[config.mk]
export PLATFORM = sky130hd
export DESIGN_NAME = can_err_state_mon
export DESIGN_NICKNAME = d
export VERILOG_FILES = /design/src/rtl/can_esm_pkg.sv /design/src/rtl/esm_classify.sv /design/src/rtl/esm_state_track.sv /design/src/rtl/esm_status.sv /design/src/rtl/can_err_state_mon.sv
export SDC_FILE = /design/constraint.sdc
export NUM_CORES = 1
export LEC_CHECK = 0
export BUFFER_PORTS_ARGS = -buffer_cell sky130_fd_sc_hd__buf_2
export CAP_MARGIN = 0
export CORE_ASPECT_RATIO = 0.8
export CORE_MARGIN = 4
export CORE_UTILIZATION = 36
export DETAILED_ROUTE_END_ITERATION = 16
export PLACE_DENSITY = 0.8
export SKIP_LAST_GASP = 1
export SYNTH_ARGS = -nofsm -noshare
export SYNTH_HDL_FRONTEND = slang
export SYNTH_SLANG_ARGS = --single-unit
[constraint.sdc]
create_clock -name clk -period 1.2 [get_ports clk]
set_input_delay 0.24 -clock clk [delete_from_list [all_inputs] [get_ports clk]]
set_output_delay 0.24 -clock clk [all_outputs]
set_load 0.01 [all_outputs]
[src/rtl/can_esm_pkg.sv]
package can_esm_pkg;
   typedef enum logic [1:0] {
      ST_ACTIVE  = 2'd0,
      ST_WARN    = 2'd1,
      ST_PASSIVE = 2'd2,
      ST_BUSOFF  = 2'd3
   } node_state_e;

   localparam int STATUS_W      = 32;
   localparam int STAT_STATE_LO = 16;
   localparam int STAT_FERR_LO  = 24;
   localparam int N_FERR        = 5;
endpackage

[src/rtl/esm_classify.sv]
module esm_classify
   import can_esm_pkg::*;
#(
   parameter int RX_W     = 8,
   parameter int TX_W     = 9,
   parameter int WARN_LIM = 96,
   parameter int PASS_LIM = 128,
   parameter int BOFF_LIM = 256
) (
   input  logic [RX_W-1:0] rx_cnt,
   input  logic [TX_W-1:0] tx_cnt,
   output node_state_e     cls
);
   localparam int CW = 32;

   logic [CW-1:0] rx_x, tx_x;
   assign rx_x = CW'(rx_cnt);
   assign tx_x = CW'(tx_cnt);

   initial begin
      assert (WARN_LIM < PASS_LIM && PASS_LIM < BOFF_LIM)
         else $fatal(1, "esm_classify: thresholds must ascend");
   end

   always_comb begin
      if (rx_x < CW'(WARN_LIM) && tx_x < CW'(WARN_LIM))
         cls = ST_ACTIVE;
      else if (rx_x < CW'(PASS_LIM) && tx_x < CW'(PASS_LIM))
         cls = ST_WARN;
      else if (rx_x < CW'(BOFF_LIM) && tx_x < CW'(BOFF_LIM))
         cls = ST_PASSIVE;
      else
         cls = ST_BUSOFF;
   end
endmodule

[src/rtl/esm_state_track.sv]
module esm_state_track
   import can_esm_pkg::*;
(
   input  logic        clk,
   input  logic        rst_n,
   input  node_state_e cls,
   output node_state_e state_q,
   output logic        chg,
   output logic [3:0]  ien,
   output logic        entry_irq
);
   always_ff @(posedge clk) begin
      if (!rst_n) state_q <= ST_ACTIVE;
      else        state_q <= cls;
   end

   assign chg = (cls != state_q);

   // next reachable transition only
   always_comb begin
      ien = 4'b0000;
      unique case (state_q)
         ST_ACTIVE, ST_WARN: ien[ST_PASSIVE] = 1'b1;
         ST_PASSIVE:         ien[ST_BUSOFF]  = 1'b1;
         default:            ien = 4'b0000;
      endcase
   end

   assign entry_irq = chg & ien[cls];

   a_r5_chg_lands: assert property (@(posedge clk) disable iff (!rst_n)
      chg |=> (state_q != $past(state_q)));
   a_r5_no_chg_holds: assert property (@(posedge clk) disable iff (!rst_n)
      !chg |=> $stable(state_q));
   a_r9_mask_single: assert property (@(posedge clk) disable iff (!rst_n)
      $onehot0(ien));
   a_r9_busoff_mask: assert property (@(posedge clk) disable iff (!rst_n)
      (state_q == ST_BUSOFF) |-> (ien == 4'b0000));
endmodule

[src/rtl/esm_status.sv]
module esm_status
   import can_esm_pkg::*;
(
   input  logic                clk,
   input  logic                rst_n,
   input  logic                rd,
   input  logic                chg,
   input  node_state_e         cls,
   input  logic                entry_irq,
   input  logic [N_FERR-1:0]   fe,
   output logic [STATUS_W-1:0] status_q,
   output logic                pend_q
);
   logic [STATUS_W-1:0] set_v;
   logic [STATUS_W-1:0] status_d;

   always_comb begin
      set_v = '0;
      if (chg) set_v[STAT_STATE_LO + int'(cls)] = 1'b1;
   end

   for (genvar i = 0; i < STATUS_W; i++) begin : g_bit
      if (i >= STAT_FERR_LO && i < STAT_FERR_LO + N_FERR) begin : g_fe
         assign status_d[i] = fe[i-STAT_FERR_LO] | (status_q[i] & ~rd);
      end else if (i >= STAT_STATE_LO && i < STAT_STATE_LO + 4) begin : g_st
         assign status_d[i] = set_v[i] | (status_q[i] & ~rd);
      end else begin : g_zero
         assign status_d[i] = 1'b0;
      end
   end

   always_ff @(posedge clk) begin
      if (!rst_n) begin
         status_q <= '0;
         pend_q   <= 1'b0;
      end else begin
         status_q <= status_d;
         pend_q   <= entry_irq | (pend_q & ~rd);
      end
   end

   a_r8_sticky_hold: assert property (@(posedge clk) disable iff (!rst_n)
      !rd |=> ((status_q & $past(status_q)) == $past(status_q)));
   a_r6_entry_sets: assert property (@(posedge clk) disable iff (!rst_n)
      chg |=> status_q[STAT_STATE_LO + int'($past(cls))]);
   a_r10_pend_hold: assert property (@(posedge clk) disable iff (!rst_n)
      (pend_q && !rd) |=> pend_q);
endmodule

[src/rtl/can_err_state_mon.sv]
module can_err_state_mon
   import can_esm_pkg::*;
#(
   parameter int RX_W     = 8,
   parameter int TX_W     = 9,
   parameter int WARN_LIM = 96,
   parameter int PASS_LIM = 128,
   parameter int BOFF_LIM = 256
) (
   input  logic                clk,
   input  logic                rst_n,
   input  logic [RX_W-1:0]     rx_err_cnt,
   input  logic [TX_W-1:0]     tx_err_cnt,
   input  logic [N_FERR-1:0]   frame_err,
   input  logic                status_rd,
   output logic [1:0]          node_state,
   output logic                state_chg,
   output logic [STATUS_W-1:0] status_word,
   output logic [31:0]         err_cnt_word,
   output logic                irq
);
   localparam int TX_LO = 16;

   initial begin
      assert (RX_W <= TX_LO && TX_W <= 32 - TX_LO)
         else $fatal(1, "can_err_state_mon: counter widths exceed word");
   end

   node_state_e cls, state_q;
   logic        chg, entry_irq, pend_q;
   logic [3:0]  ien;
   logic [STATUS_W-1:0] status_q;

   esm_classify #(
      .RX_W(RX_W), .TX_W(TX_W), .WARN_LIM(WARN_LIM),
      .PASS_LIM(PASS_LIM), .BOFF_LIM(BOFF_LIM)
   ) u_cls (
      .rx_cnt(rx_err_cnt), .tx_cnt(tx_err_cnt), .cls(cls)
   );

   esm_state_track u_trk (
      .clk(clk), .rst_n(rst_n), .cls(cls), .state_q(state_q),
      .chg(chg), .ien(ien), .entry_irq(entry_irq)
   );

   esm_status u_sts (
      .clk(clk), .rst_n(rst_n), .rd(status_rd), .chg(chg), .cls(cls),
      .entry_irq(entry_irq), .fe(frame_err), .status_q(status_q),
      .pend_q(pend_q)
   );

   always_comb begin
      err_cnt_word = '0;
      err_cnt_word[RX_W-1:0]        = rx_err_cnt;
      err_cnt_word[TX_LO +: TX_W]   = tx_err_cnt;
   end

   assign node_state  = state_q;
   assign state_chg   = chg;
   assign status_word = status_q;
   assign irq         = pend_q | (|status_q[STAT_FERR_LO +: N_FERR]);

   a_r10_irq_has_cause: assert property (@(posedge clk) disable iff (!rst_n)
      irq |-> (|status_word));
   a_r1_reset_quiet: assert property (@(posedge clk)
      !rst_n |=> (status_word == '0 && node_state == 2'd0));
endmodule

# Word-level counts from Yosys, hierarchy flattened
# Index checks and enable logic that the tools add are counted.
[totals]
output_inout_bits = 68
word_cells = 57
input_bits = 25
ff_bits = 35
[classes]
n_mux = 10
n_bitwise = 23
n_eq_ne = 3
n_reduce_logical = 7
n_addsub = 1
n_lt_le_gt_ge = 9
[op_table]
columns = ["cell", "count"]
rows = [
  ["32-bit by 1-bit greater-or-equal comparator with 1-bit output, second input constant", 1],
  ["32-bit by 7-bit less-than comparator with 1-bit output, second input constant", 1],
  ["20-bit 2-to-1 mux", 1],
  ["1-bit bitwise AND", 11],
  ["1-bit OR", 11],
  ["8-bit by 9-bit less-than comparator with 1-bit output, second input constant", 1],
  ["9-bit by 7-bit less-than comparator with 1-bit output, second input constant", 1],
  ["9-bit by 8-bit less-than comparator with 1-bit output, second input constant", 1],
  ["9-bit less-than comparator, second input constant", 1],
  ["8-bit by 7-bit less-than comparator with 1-bit output, second input constant", 1],
  ["8-bit less-than comparator, second input constant", 1],
  ["5-bit by 2-bit adder with 6-bit output, first input constant", 1],
  ["1-bit demux with 5-bit select", 1],
  ["1-bit 2-to-1 mux", 5],
  ["5-bit OR reduction", 1],
  ["1-bit logical AND", 4],
  ["2-bit 2-to-1 mux", 2],
  ["2-bit by 3-bit less-than comparator with 1-bit output, second input constant", 1],
  ["1-bit binary-select mux with 2-bit select", 1],
  ["2-bit by 1-bit == test with 1-bit output, second input constant", 1],
  ["2-bit == test, second input constant", 1],
  ["2-bit logical NOT", 1],
  ["2-bit inequality test", 1],
  ["2-bit OR reduction", 1],
  ["1-bit NOT", 1],
]

# Logic depth before layout (Yosys ltp)
# Gate-level depths: netlist of run 1.
[depth]
word_depth = 12
depth_mapped = 3
mapped_depth_nobuf = 3

# By module
# Synthesis of run 1 repeated with hierarchy kept, for this count alone.
[unflattened]
cells_unflattened = 114
area_unflattened_um2 = 948.4
[by_module_without_submodules]
columns = ["module", "instances", "area_per_inst_um2", "seq_area_each_um2", "cells_per_inst"]
rows = [
  ["esm_status", 1, 545.5, 200.2, 59],
  ["can_err_state_mon", 1, 257.7, 0.0, 36],
  ["esm_state_track", 1, 120.1, 40.0, 15],
  ["esm_classify", 1, 25.0, 0.0, 4],
]

# Least setup slack after synthesis of run 1
# No wires, ideal clock.
[synth_timing]
path_type = "reg2out"
start = "reg u_trk.state_q[0]"
end = "out state_chg"
slack_ps = 53
required_ps = 960
path_buffers = 0
arrival_ps = 907
path_stages_with_launch = 4
path_cell_list = "dfxtp_1 -> nand2b_1 -> o31ai_1 -> a31oi_1"
[synth_via]
elab_chain_len = 1
[synth_rtl]
columns = ["element", "line", "text"]
rows = [
  ["start, declared", "esm_state_track.sv:7", "output node_state_e state_q,"],
  ["start signal, assigned", "esm_state_track.sv:14", "else state_q <= cls;"],
  ["2-bit inequality test", "esm_state_track.sv:17", "assign chg = (cls != state_q);"],
  ["end, declared", "can_err_state_mon.sv:17", "output logic state_chg,"],
]
# No other way between the ends.

# Worst setup path after layout of run 1
# Same ends and word-level chain as after synthesis.

==> flow_metrics.env, run 1 <==
export IMPL_port_buffers=34
export IMPL_crit_family="flip-flops"
export IMPL_use_met1_pct=8.90
export IMPL_viasPerCell=3.69
export IMPL_drv_slew=0
export IMPL_worstSetupPathType="reg2out"
export IMPL_start_util_pct=38.4
export IMPL_final_area_sq_um=962
export IMPL_path_buf_inv=1
export IMPL_slowest_stage="dfxtp_2"
export IMPL_num_fill_cells=260
export IMPL_synth_area_sq_um=952
export IMPL_crit_start="u_trk.state_q[0]"
export IMPL_cts_root_buf="clkbuf_4"
export IMPL_setup_ws_ns=-0.177
export IMPL_antenna_left=0
export IMPL_place_gp_congestion=0.709
export IMPL_ys_ff_latch=12
export IMPL_leakagePower_nw=0.498
export IMPL_grt_total_usage_pct=7.82
export IMPL_clockPowerShare_pct=31.9
export IMPL_status="finished, violations left"
export IMPL_grt_pass1_vias=449
export IMPL_placed_cells=167
export IMPL_start_kind="flip-flop"
export IMPL_peakVddDrop_uv=419
export IMPL_vias=631
export IMPL_cts_tree="yes"
export IMPL_h_tree_depth=1
export IMPL_fin_crit_sh_pct=115
export IMPL_fin_crit_ns=1.38
export IMPL_cts_made_buffers=3
export IMPL_switchingPower_uw=298
export IMPL_internal_power_uw=705
export IMPL_synth_cells=113
export IMPL_post_cts_buffers=0
export IMPL_antenna_found_initial=0
export IMPL_coreArea_sq_um=2480
export IMPL_placed_area_sq_um=911
export IMPL_finalHoldViolCount=0
export IMPL_post_route_util_pct=38.8
export IMPL_drt_iter0_markers=4
export IMPL_rsz0062_at_grt="yes"
export IMPL_whs_ns=0.173
export IMPL_wirelength_mm=1.55
export IMPL_die_area_sq_um=3540
export IMPL_io_pins=93
export IMPL_ys_warn_count=0
export IMPL_hp_start="frame_err[3]"
export IMPL_path_cells="nand2b_1 -> o31ai_2 -> a31oi_1 -> buf_2"
export IMPL_num_nets_final=161
export IMPL_fin_setup_tns_ns=-0.262
export IMPL_dpl_hpwl_mm=1.28
export IMPL_hp_class="in2reg"
export IMPL_die_x_microns=65.5
export IMPL_critPathMaxStageDelay_ns=0.35
export IMPL_fin_skew_ns=0.00150
export IMPL_cts_sink_count=12
export IMPL_antennaDiodeCount=0
export IMPL_violations="negative setup slack"
export IMPL_critPathArrivalTime_ns=1.14
export IMPL_p_sw_share_pct=29.7
export IMPL_max_freq_ghz=0.726
export IMPL_cap_violations=0
export IMPL_grt_max_degree=13
export IMPL_gr_usage_met2_pct=12.3
export IMPL_drive_gt1_share_pct=37.0
export IMPL_grt_overflow=0
export IMPL_ys_types=28
export IMPL_ys_seq_area_share_pct=25.2
export IMPL_rows=16
export IMPL_postSynthAreaPerCell_sq_um=8.43
export IMPL_use_met3_pct=5.85
export IMPL_cp_required_ns=0.96
export IMPL_clk_pin_slew_ns=0.08
export IMPL_cp_end_kind="output pin"
export IMPL_finalSetupViolCount=2
export IMPL_post_route_drc_count=0
export IMPL_dr_pass1_iters=4
export IMPL_insertion_delay_ns=0.27
export IMPL_r2r_start="u_trk.state_q[1]"
export IMPL_die_h_microns=54
export IMPL_wl_per_cell_microns=9.05
export IMPL_combPwrFrac_pct=24.0
export IMPL_grt_busiest_layer="met2"
export IMPL_powerDensity_nw_per_um2=1040
export IMPL_p_seq_share_pct=44.1
export IMPL_syn2layout_area_growth_pct=1.05
export IMPL_worstPathMaxFanout=5
export IMPL_instances_no_fill=171
export IMPL_grt_pass1_wl_mm=2.06
export IMPL_cts_buffer_depth=2
-- power by group through the flow --
stage	sequential (mW)	combinational (mW)	clock [mW]
floorplan	0.461	0.273	0
global placement	0.448	0.236	0
detailed placement	0.449	0.237	0
CTS	0.442	0.239	0.333
global route	0.446	0.269	0.348
finish	0.442	0.241	0.319
-- kinds of logic (layout without fill, tap and decap cells) --
logic type / after synthesis / after routing / share of synthesized area [%]
flip-flops: 12 / 12 / 25.2
buffers and inverters: 57 / 42 / 44.3
XOR/XNOR: 1 / 1 / 0.920
AO/OA/AOI/OAI: 17 / 17 / 13.3
other: 1 / 38 / 0.394
AND/OR/NAND/NOR: 25 / 25 / 15.9
-- per-layer routing --
layer  part of all wire (%)  vias to the layer above
li1                       -                      316
met1                     39                      277
met2                     46                       34
met3                     15                        4
met4                   0.39                        0
met5                      0                        -
-- registers in the layout, indices dropped and copies added (netlist names) --
| register | flops |
|---|---|
| u_sts.status_q | 9 |
| u_sts.pend_q | 1 |
| u_trk.state_q | 2 |
-- path summary, 6_finish.rpt --
check,end,slack [ns],cells after the start
worst max-delay path,state_chg,-0.18,4
worst min register to register,u_sts.status_q[16],0.48,2
worst max register to register,u_sts.status_q[18],0.16,4
worst min-delay path,u_sts.status_q[27],0.17,2
-- cell usage after synthesis --
cell type	count	area share [%]
and2_1	1	0.66
nor2b_2	1	0.92
a31oi_1	1	0.66
a21boi_1	3	2.4
conb_1	1	0.39
o31ai_1	1	0.79
nor4_1	1	0.66
buf_4	55	43
o211ai_1	1	0.79
a22oi_2	1	1.3
a2bb2oi_1	1	0.92
or2b_2	1	0.92
o22ai_1	1	0.66
nor3_2	1	1.1
buf_2	1	0.53
nor2_1	3	1.2
inv_1	1	0.39
nand2_1	3	1.2
o21bai_1	1	0.79
nand3b_1	1	0.79
xor2_1	1	0.92
nor2b_1	7	4.6
o21a_1	5	3.9
and2b_1	1	0.79
dfxtp_1	12	25
nand3_1	1	0.53
a21oi_1	2	1.1
nand2b_1	4	2.6
-- cell usage in the layout (no fill, tap or decap), drive strengths merged, types with 2 or more instances in the layout --
master	synthesis	final
o21a	5	5
a21oi	2	2
nand2	3	3
nor2	3	3
dfxtp	12	12
nor2b	8	8
a21boi	3	3
conb	1	38
buf	56	37
nand2b	4	4
clkbuf	0	4
-- layout make-up --
cell class	count	area (sq um)	share of cell area (%)
Clock buffer	4	36.3	3.77
Inverter	1	3.75	0.390
Sequential cell	12	244	25.4
Timing Repair Buffer	37	193	20.0
Multi-Input combinational cell	81	440	45.8
Tap cell	36	45.0	4.68
-- repair_timing --
item	4_1_cts	5_1_grt
hold buffers	0	0
gates cloned	0	0
pin swaps	2	2
endpoints found under the hold margin	0	0
endpoints found under the setup margin	2	2
gates resized for setup	3	2
-- through the flow --
step           total power [mW]  setup WS (ns)
2_1_floorplan             0.734         0.0531
3_3_place_gp              0.684       -0.00472
3_5_place_dp              0.685        0.00351
4_1_cts                    1.01         -0.207
5_1_grt                    1.06         -0.270
6_report                   1.00         -0.177
Note: power is estimated with default switching activity, not from simulation.
==> inputs of run 2 (changes only) <==
--- a/config.mk
+++ b/config.mk
@@ -15,4 +15,5 @@
 export SKIP_LAST_GASP = 1
 export SYNTH_ARGS = -nofsm -noshare
 export SYNTH_HDL_FRONTEND = slang
+export SYNTH_HIERARCHICAL = 1
 export SYNTH_SLANG_ARGS = --single-unit
==> constraint.sdc (replaced) <==
create_clock -name clk -period 1.34 [get_ports clk]
set_input_delay 0.268 -clock clk [delete_from_list [all_inputs] [get_ports clk]]
set_output_delay 0.268 -clock clk [all_outputs]
set_load 0.01 [all_outputs]
==> flow_metrics.env, run 2 <==
export IMPL_cts_root_buf="clkbuf_4"
export IMPL_ys_warn_count=6
export IMPL_rsz0062_at_grt="yes"
export IMPL_place_gp_congestion=0.650
export IMPL_placed_area_sq_um=928
export IMPL_worstSetupPathType="in2out"
export IMPL_synth_area_sq_um=922
export IMPL_cts_sink_count=12
export IMPL_min_path_cells=2
export IMPL_synth_cells=109
export IMPL_instances_no_fill=169
export IMPL_rows=16
export IMPL_grt_total_usage_pct=8.52
export IMPL_drt_iter0_markers=7
export IMPL_final_area_sq_um=1010
export IMPL_post_route_drc_count=0
export IMPL_drive_gt1_share_pct=39.1
export IMPL_die_h_microns=53.3
export IMPL_h_tree_depth=1
export IMPL_insertion_delay_ns=0.26
export IMPL_postSynthAreaPerCell_sq_um=8.46
export IMPL_die_area_sq_um=3440
export IMPL_finalSetupViolCount=1
export IMPL_ff2ff_path_depth=5
export IMPL_combPwrFrac_pct=29.1
export IMPL_met3_length_microns=235
export IMPL_final_cell_mix="conb_1 (38), buf_2 (28), dfxtp_1 (11)"
export IMPL_viasPerCell=3.78
export IMPL_cp_end_kind="output pin"
export IMPL_antenna_left=0
export IMPL_grt_pass1_wl_mm=2.26
export IMPL_antenna_found_initial=0
export IMPL_peakVddDrop_uv=391
export IMPL_leakagePower_nw=0.535
export IMPL_vias=639
export IMPL_largest_reg_flops=9
export IMPL_post_route_util_pct=41.4
export IMPL_p_seq_share_pct=46.6
export IMPL_max_flop_register="u_sts/status_q"
export IMPL_finalHoldViolCount=0
export IMPL_wl_met2_microns=828
export IMPL_grt_pass1_vias=540
export IMPL_dr_pass1_iters=3
export IMPL_drv_slew=0
export IMPL_max_freq_ghz=0.728
export IMPL_r2r_start="u_trk/state_q[1]"
export IMPL_clk_pin_slew_ns=0.06
export IMPL_syn2layout_area_growth_pct=9.63
export IMPL_cp_required_ns=1.07
export IMPL_grt_overflow=0
export IMPL_internal_power_uw=596
export IMPL_grt_max_degree=16
export IMPL_hp_class="in2reg"
export IMPL_fin_skew_ns=0.00351
export IMPL_start_kind="input port"
export IMPL_reg_largest_list="u_sts/status_q (9), u_trk/state_q (2), u_sts/pend_q (1)"
export IMPL_rr_endpoint="u_sts/status_q[16]"
export IMPL_cts_buffer_depth=2
export IMPL_coreArea_sq_um=2440
export IMPL_placed_cells=164
export IMPL_cap_violations=0
export IMPL_final_common_cell="conb_1"
export IMPL_switchingPower_uw=257
export IMPL_dr_max_layer_used="met3"
export IMPL_fin_crit_sh_pct=103
export IMPL_status="finished, violations left"
export IMPL_violations="negative setup slack"
export IMPL_min_to="u_sts/status_q[26]"
export IMPL_fin_setup_tns_ns=-0.0342
export IMPL_clockPowerShare_pct=24.3
export IMPL_regToRegSetupSlack_ns=0.17
export IMPL_fin_crit_ns=1.37
export IMPL_antennaDiodeCount=0
export IMPL_hp_start="frame_err[2]"
export IMPL_wl_per_cell_microns=9.41
export IMPL_drt_met1_wl_microns=526
export IMPL_p_sw_share_pct=30.1
export IMPL_worstPathMaxFanout=2
export IMPL_cts_tree="yes"
export IMPL_cts_made_buffers=3
export IMPL_start_util_pct=37.8
export IMPL_port_buffers=34
export IMPL_die_x_microns=64.6
export IMPL_setup_ws_ns=-0.0342
export IMPL_num_nets_final=160
export IMPL_critPathArrivalTime_ns=1.11
export IMPL_io_pins=93
export IMPL_dpl_hpwl_mm=1.31
export IMPL_powerDensity_nw_per_um2=844
export IMPL_wirelength_mm=1.59
[run 2: worst max-delay path, cell delays in order]
cell	delay, ns
buf_6	0.09
or3_4	0.39
xnor2_2	0.15
nand2_2	0.08
buf_6	0.13
[run 2: cell type report]
class                           instances  area [sq um]
Multi-Input combinational cell         76           438
Clock buffer                            3          22.5
Timing Repair Buffer                   41           260
Tap cell                               36          45.0
Fill cell                             270          1430
Inverter                                1          3.75
Sequential cell                        12           241
[run 2: power groups by stage]
stage,sequential (mW),combinational [mW],clock (mW)
after floorplan,0.413,0.254,0
after global placement,0.404,0.222,0
after detailed placement,0.404,0.224,0
after CTS,0.398,0.239,0.221
after global routing,0.401,0.274,0.242
final,0.397,0.248,0.207
[run 2: metrics by stage]
step | hold WS, ns | power [mW] | setup slack [ns]
3_5_place_dp | 0.469 | 0.628 | -0.129
6_report | 0.215 | 0.853 | -0.0342
2_1_floorplan | 0.392 | 0.667 | -0.0590
5_1_grt | 0.205 | 0.917 | -0.0890
4_1_cts | 0.203 | 0.858 | -0.0575
3_3_place_gp | 0.458 | 0.626 | -0.118
[run 2: what timing repair did]
action	4_1_cts	5_1_grt
endpoints found under the setup margin	2	2
setup buffers	1	1
pin swaps	5	5
gates cloned	0	0
resized for setup	6	3
hold buffers	0	0
[run 2: per-layer routing]
layer  track usage [%]  vias to the layer above
met5                 0                        -
met4              2.11                        0
met3              4.25                        0
met2              15.8                       46
met1              8.63                      286
li1                  -                      307
[run 2: worst max path at each step]
| stage | endpoint | slack, ns | cells after the start | startpoint |
|---|---|---|---|---|
| finish | state_chg | -0.03 | 5 | tx_err_cnt[8] |
| global route | state_chg | -0.09 | 6 | tx_err_cnt[5] |
| CTS | state_chg | -0.06 | 5 | tx_err_cnt[8] |
| detailed placement | u_sts/status_q[16] | -0.13 | 6 | rx_err_cnt[7] |
| global placement | u_sts/status_q[16] | -0.12 | 7 | rx_err_cnt[5] |
| floorplan | u_sts/status_q[16] | -0.06 | 6 | rx_err_cnt[5] |
